==> src/rtl/dsg_pkg.sv <==
package dsg_pkg;
  typedef enum logic [1:0] {
    POL_NONE = 2'b00,
    POL_RISE = 2'b01,
    POL_FALL = 2'b10,
    POL_BOTH = 2'b11
  } pol_e;
endpackage

==> src/rtl/dsg_sync_bank.sv <==
module dsg_sync_bank #(
  parameter int NUM_SRC = 8
) (
  input  logic               clk_i,
  input  logic               rst_ni,
  input  logic [NUM_SRC-1:0] async_i,
  output logic [NUM_SRC-1:0] sync_o
);
  for (genvar g = 0; g < NUM_SRC; g++) begin : g_sync
    logic s1_q, s2_q;
    always_ff @(posedge clk_i or negedge rst_ni) begin
      if (!rst_ni) begin
        s1_q <= 1'b0;
        s2_q <= 1'b0;
      end else begin
        s1_q <= async_i[g];
        s2_q <= s1_q;
      end
    end
    assign sync_o[g] = s2_q;
  end
endmodule

==> src/rtl/dsg_edge_sel.sv <==
module dsg_edge_sel
  import dsg_pkg::*;
#(
  parameter int NUM_SRC = 8,
  parameter int SEL_W   = 5
) (
  input  logic               clk_i,
  input  logic               rst_ni,
  input  logic [NUM_SRC-1:0] sync_i,
  input  logic [SEL_W-1:0]   sel_i,
  input  logic [1:0]         pol_i,
  input  logic               en_i,
  output logic               hit_o,
  output logic               err_o
);
  logic sig, prev_q, valid, rise, fall;
  pol_e pol;

  assign valid = 32'(sel_i) < NUM_SRC;
  assign err_o = ~valid;
  assign pol   = pol_e'(pol_i);

  always_comb begin
    sig = 1'b0;
    for (int i = 0; i < NUM_SRC; i++)
      if (sel_i == SEL_W'(i)) sig = sync_i[i];
  end

  always_ff @(posedge clk_i or negedge rst_ni) begin
    if (!rst_ni) prev_q <= 1'b0;
    else         prev_q <= sig;
  end

  assign rise = sig & ~prev_q;
  assign fall = ~sig & prev_q;

  always_comb begin
    unique case (pol)
      POL_RISE: hit_o = rise;
      POL_FALL: hit_o = fall;
      POL_BOTH: hit_o = rise | fall;
      default:  hit_o = 1'b0;
    endcase
    hit_o = hit_o & valid & en_i;
  end
endmodule

==> src/rtl/dsg_window.sv <==
module dsg_window #(
  parameter int CNT_W = 5
) (
  input  logic             clk_i,
  input  logic             rst_ni,
  input  logic             en_i,
  input  logic             evt_en_i,
  input  logic [CNT_W-1:0] lim_i,
  input  logic             hit_i,
  input  logic             req_i,
  input  logic             ack_i,
  output logic             req_o,
  output logic             evt_o,
  output logic             ovr_o,
  output logic             open_o
);
  logic             open_q, evt_q, ovr_q, fwd;
  logic [CNT_W-1:0] cnt_q;

  assign req_o  = en_i ? (req_i & open_q) : req_i;
  assign fwd    = en_i & open_q & req_i & ack_i;
  assign evt_o  = evt_q;
  assign ovr_o  = ovr_q;
  assign open_o = open_q;

  always_ff @(posedge clk_i or negedge rst_ni) begin
    if (!rst_ni) begin
      open_q <= 1'b0;
      cnt_q  <= '0;
      evt_q  <= 1'b0;
      ovr_q  <= 1'b0;
    end else begin
      evt_q <= 1'b0;
      if (!en_i) begin
        open_q <= 1'b0;
        cnt_q  <= '0;
        ovr_q  <= 1'b0;
      end else begin
        if (fwd) begin
          if (cnt_q == lim_i) begin
            open_q <= 1'b0;
            cnt_q  <= '0;
            evt_q  <= evt_en_i;
          end else begin
            cnt_q <= cnt_q + 1'b1;
          end
        end
        // edge during an open window is dropped
        if (hit_i) begin
          if (open_q) ovr_q <= 1'b1;
          else begin
            open_q <= 1'b1;
            cnt_q  <= '0;
          end
        end
      end
    end
  end
endmodule

==> src/rtl/dsg_sync_gate.sv <==
module dsg_sync_gate #(
  parameter int NUM_SRC = 8,
  parameter int SEL_W   = 5,
  parameter int CNT_W   = 5
) (
  input  logic               clk_i,
  input  logic               rst_ni,
  input  logic [SEL_W-1:0]   cfg_src_sel_i,
  input  logic [1:0]         cfg_pol_i,
  input  logic               cfg_sync_en_i,
  input  logic               cfg_evt_en_i,
  input  logic [CNT_W-1:0]   cfg_req_num_i,
  input  logic [NUM_SRC-1:0] sync_i,
  input  logic               req_i,
  input  logic               ack_i,
  output logic               req_o,
  output logic               evt_o,
  output logic               ovr_o,
  output logic               cfg_err_o
);
  logic [NUM_SRC-1:0] sync_q;
  logic               hit, win_open;

  dsg_sync_bank #(.NUM_SRC(NUM_SRC)) u_bank (
    .clk_i, .rst_ni, .async_i(sync_i), .sync_o(sync_q)
  );

  dsg_edge_sel #(.NUM_SRC(NUM_SRC), .SEL_W(SEL_W)) u_edge (
    .clk_i, .rst_ni, .sync_i(sync_q), .sel_i(cfg_src_sel_i),
    .pol_i(cfg_pol_i), .en_i(cfg_sync_en_i), .hit_o(hit), .err_o(cfg_err_o)
  );

  dsg_window #(.CNT_W(CNT_W)) u_win (
    .clk_i, .rst_ni, .en_i(cfg_sync_en_i), .evt_en_i(cfg_evt_en_i),
    .lim_i(cfg_req_num_i), .hit_i(hit), .req_i, .ack_i,
    .req_o, .evt_o, .ovr_o, .open_o(win_open)
  );
endmodule

==> config.mk <==
export PLATFORM = sky130hd
export DESIGN_NAME = dsg_sync_gate
export DESIGN_NICKNAME = d
export VERILOG_FILES = /design/src/rtl/dsg_pkg.sv /design/src/rtl/dsg_sync_bank.sv /design/src/rtl/dsg_edge_sel.sv /design/src/rtl/dsg_window.sv /design/src/rtl/dsg_sync_gate.sv
export SDC_FILE = /design/constraint.sdc
export NUM_CORES = 1
export LEC_CHECK = 0
export BUFFER_PORTS_ARGS = -buffer_cell sky130_fd_sc_hd__buf_2
export CORE_UTILIZATION = 52
export CTS_BUF_LIST = sky130_fd_sc_hd__clkbuf_4
export CTS_CLUSTER_DIAMETER = 60
export CTS_CLUSTER_SIZE = 40
export DETAILED_ROUTE_END_ITERATION = 16
export GPL_ROUTABILITY_DRIVEN = 0
export PLACE_DENSITY = 0.8
export SLEW_MARGIN = 20
export SYNTH_ARGS = -nofsm -noshare
export SYNTH_HDL_FRONTEND = slang
export SYNTH_SLANG_ARGS = --single-unit
==> constraint.sdc <==
create_clock -name clk_i -period 3 [get_ports clk_i]
set_clock_uncertainty 0.05 [all_clocks]
set_input_delay 0.6 -clock clk_i [delete_from_list [all_inputs] [get_ports clk_i]]
set_output_delay 0.6 -clock clk_i [all_outputs]
set_load 0.02 [all_outputs]
# Word-level counts from Yosys, hierarchy flattened
# Index checks and enable logic that the tools add are counted.
# op_classes
multipliers,0
n_bitwise,12
magnitude_cmp,1
mux,26
eq_ne,13
div,0
shifts,0
reduce_logical,2
add_sub_neg,1
# op_table
operator,n
$mux 5,5
$eq 5x3->1 const B,4
$mux 1,20
$eq 5x2->1 const B,2
$and 1x1->1,8
$add 5x1->5 const B,1
$eq 5x1->1 const B,1
$eq 5x5->1,1
$logic_not 5->1,1
$lt 5x4->1 const B,1
$eq 2x2->1 const B,2
$ne 2x1->1 const B,2
$not 1->1,3
$pmux 1 s3,1
$eq 2x1->1 const B,1
$reduce_and 2->1,1
$or 1x1->1,1
# totals
out_inout_bits,4
elab_cells,76
ff_bits,25
latchBits,0
romBits,0
n_memories,0
ram_bits,0
inputBits,26

# Depth between registers and ports, before layout
# logic_depth
depth_word,17
mapped_depth,9
ltp_nobuf,9

# Modules after synthesis
# A second synthesis with hierarchy kept.
# hier_totals
cells_unflattened,83
area_unflattened_um2,1073.5
# modules_own_cells
module,seq_area_each_um2,cells_per_inst,area_per_inst_um2,instances
dsg_sync_bank,400.4,24,460.4,1
dsg_window,200.2,42,451.7,1
dsg_edge_sel,25.0,17,161.4,1

# Worst setup path before layout
# No wires, ideal clock.
# synth_path
kind,input to register
from,in cfg_src_sel_i[0]
to,reg u_win.cnt_q[2]
setup_time_ns,0.086
path_buffers,0
stages,8
arrival_ns,2.292
setup_slack_ns,0.572
required_time_ns,2.864
cell_sequence,mux4_1 mux2i_1 nor2_1 ha_1 and2b_4 o311ai_4 nand2_2 nor3_1
# synth_via
elab_chain_cells,17
word_cells_on_any_way,26
cone_classes,order compare (1); eq/ne (7); mux (11); bitwise (6); reduce/logical (1)
# synth_rtl
element,line_no,text
start: declaration,dsg_sync_gate.sv:8,"input logic [SEL_W-1:0] cfg_src_sel_i,"
$logic_not 5->1,dsg_edge_sel.sv:26,if (sel_i == SEL_W'(i)) sig = sync_i[i];
$mux 1 (7 in a row),dsg_edge_sel.sv:26,
$mux 1 *,dsg_edge_sel.sv:26,
net u_edge.sig,dsg_edge_sel.sv:16,"logic sig, prev_q, valid, rise, fall;"
$not 1->1,dsg_edge_sel.sv:35,assign fall = ~sig & prev_q;
$and 1x1->1,dsg_edge_sel.sv:35,
$or 1x1->1,dsg_edge_sel.sv:41,POL_BOTH: hit_o = rise | fall;
$pmux 1 s3 *,dsg_edge_sel.sv:38,unique case (pol)
$and 1x1->1 * (2 in a row),dsg_edge_sel.sv:44,hit_o = hit_o & valid & en_i;
$mux 5 *,dsg_window.sv:49,if (hit_i) begin
$mux 5 *,dsg_window.sv:34,if (!en_i) begin
end signal: assignment,dsg_window.sv:45,cnt_q <= cnt_q + 1'b1;
end: declaration,dsg_window.sv:18,logic [CNT_W-1:0] cnt_q;
# The timed path passes the listed nets; every way through them passes the cells marked *.
# A chain may end at the register's enable or synchronous reset.

# Worst setup path in the final report
# layout_path
from,in cfg_src_sel_i[0]
to,reg u_win.cnt_q[3]
# Same word-level chain as after synthesis.

==> impl_metrics.py <==
metrics = {
    "clock_tree": {
        "htreeDepth": 1,
        "cts_tree": "yes",
        "postCtsSetupBuffers": 0,
        "cts_buffers": 3,
        "clk_latency_ns": 0.30,
        "clk_path_buf_depth": 2,
        "cts_root_buf": "clkbuf_4",
        "clock-sinks": 25,
        "cts_resized": 0,
        "postCtsHoldBufs": 0,
        "clk_pin_slew_ns": 0.12,
    },
    "place": {
        "dp.cells": 131,
        "io_buffers": 29,
        "dpl.hpwl_mm": 1.32,
    },
    "synthesis": {
        "yosys_warnings": 0,
        "synth_area_leaders": "dfrtp_1, mux4_1, xnor2_1, ha_1, inv_1",
        "synth-main-ff-cell": "dfrtp_1",
        "syn_inst": 77,
        "syn_area_per_cell_um2": 13.3,
        "synth_top_area_cell": "dfrtp_1",
        "synth_edf_count": 0,
        "yosysMostFrequentCell": "dfrtp_1",
        "synth-seq-cells": 25,
        "ys_top_cells_by_count": "dfrtp_1, inv_1, nand2_1, xnor2_1, nor3_1",
        "synthArstFlopShare": 1.00,
        "syn-num-nets": 106,
        "yosys.area.top_type_share": 0.609,
        "synth_area_mm2": 0.00103,
        "yosysSeqAreaShare": 0.609,
        "synthDistinctLibCells": 25,
    },
    "worst_setup_path": {
        "r2r-end": "u_win.cnt_q[3]",
        "worstSetupStartpointType": "primary input",
        "worstSetupPathType": "in2reg",
        "critPathRequiredTime_ns": 3.17,
        "ff2ff_setup_slack_ns": 0.70,
        "cp_max_fo": 5,
        "cp.arrival_ns": 2.53,
        "r2r_cells": 8,
        "end_kind": "register",
        "r2r_start": "u_bank.g_sync[4].s2_q",
    },
    "job": {
        "max-cap-violations": 0,
    },
    "sta": {
        "setup_violations": 0,
        "worst_slew_pin_slew_ns": 0.518,
        "grt_setup_unrepaired": "false",
        "period_needed_ns": 2.36,
        "setup-tns-final_ns": 0,
        "hold_viol": 0,
        "drv_slew": 0,
        "finalCritPeriodShare": 0.787,
        "slew_headroom": 0.654,
        "fmax_ghz": 0.424,
    },
    "power_and_ir_drop": {
        "power_density_mw_per_mm2": 453,
        "ir_drop_uv": 352,
        "p_leak_uw": 0.000592,
    },
    "global_routing": {
        "grt_pass1_wl_mm": 2.48,
        "grt_pass1_vias": 598,
        "gr-usage-all-layers": 0.170,
        "grt_overflow": 0,
        "antenna_found_initial": 0,
        "grt_max_degree": 26,
    },
    "hold_path": {
        "holdCritPathClass": "in2async",
    },
    "floorplan": {
        "dieHeight_um": 46.4,
        "ios": 30,
        "initial_core_util": 0.576,
        "fp.dieArea_mm2": 0.00216,
        "core_area_mm2": 0.00178,
        "die_w_um": 46.4,
        "rows": 15,
    },
    "route": {
        "wire_per_inst_um": 11.8,
        "vias_per_cell": 5.13,
        "first_iter_violations": 10,
        "drtPass1Iterations": 4,
        "vias": 692,
        "ant_nets": 0,
        "wirelength_mm": 1.60,
        "drc": 0,
    },
    "outcome": {
        "outcome": "complete, no violations",
    },
    "finish": {
        "nets": 140,
        "area_delta_synth_final_pct": 20.1,
        "drive_gt1_frac": 0.355,
        "instances_no_fill": 135,
        "diodes": 0,
    },
}
through the flow:
stage                     area [um2]  hold slack (ns)  setup WS, ns  power (uW)   util
final                           1230            0.203         0.640         559  0.692
after detailed placement        1200            0.285         0.300         418  0.675
after floorplan                 1030            0.254         0.572         386      -
after CTS                       1230            0.217         0.625         564  0.692
after global routing            1230            0.233         0.526         586  0.692
after global placement          1200            0.282         0.404         415  0.675
worst max-delay path, stage by stage:
cell and delay [ns]:
buf_2 0.10, mux4_1 0.54, mux2i_1 0.14, nor2_1 0.08, ha_1 0.27, and2b_4 0.19, o311ai_4 0.28, nand2_2 0.13
nor3_1 0.20
placed cells by master, fill, tap and decap left out, types with 2 or more instances in the layout:
cell type / instances
buf_2: 29
xnor2_1: 5
dfrtp_1: 25
mux4_1: 2
nor2_1: 2
xor2_1: 3
clkbuf_4: 4
nand4_1: 3
ha_1: 3
inv_1: 7
nand2_1: 6
o22ai_1: 3
nor3_1: 4
state kept, by name, indices dropped and copies added, names as in the netlist:
name / cells
u_edge.prev_q: 1
u_bank.g_sync.s2_q: 8
u_win.cnt_q: 5
u_win.ovr_o: 1
u_win.evt_o: 1
u_bank.g_sync.s1_q: 8
u_win.open_o: 1
power by group:
group / internal, uW / switching [uW] / leakage, uW / total [uW]
Combinational: 27.8 / 28.3 / 0.000262 / 56.1
Sequential: 349 / 4.49 / 0.000311 / 354
Clock: 60.8 / 88.5 / 0.0000184 / 149
cell families (layout without fill, tap and decap cells):
kind of cell             after synthesis  in the layout  share of synthesized area
buffers and inverters                  7             40                     0.0256
flip-flops                            25             25                      0.609
AO/OA/AOI/OAI                          9              9                     0.0804
multiplexers                           3              3                     0.0609
adder cells (fa/ha/maj)                3              3                     0.0365
AND/OR/NAND/NOR                       22             22                      0.119
XOR/XNOR                               8              8                     0.0682
final cells by class:
type,count,area [um2]
flip-flops and latches,25,626
fillers,139,549
inverters,7,26.3
well taps,25,31.3
multi-input cells,45,375
repair buffers,29,145
clock buffers,4,30.0
routing by layer:
metal / GRT usage / wire (um) / up-vias
met4: 0.0706 / 7 / 0
met3: 0.0353 / 75 / 2
met2: 0.283 / 807 / 26
met1: 0.214 / 709 / 329
met5: 0 / 0 / -
li1: - / - / 335
how the worst max path moves through the flow:
| stage | endpoint | startpoint |
|---|---|---|
| 6_report | u_win.cnt_q[3] | cfg_src_sel_i[0] |
| 5_1_grt | u_win.cnt_q[3] | cfg_src_sel_i[0] |
| 4_1_cts | u_win.cnt_q[3] | cfg_src_sel_i[0] |
| 3_5_place_dp | u_win.cnt_q[3] | cfg_src_sel_i[0] |
| 3_3_place_gp | u_win.cnt_q[2] | cfg_src_sel_i[0] |
| 2_1_floorplan | u_win.cnt_q[2] | cfg_src_sel_i[0] |
No activity file was read; power rests on OpenSTA's default activity.
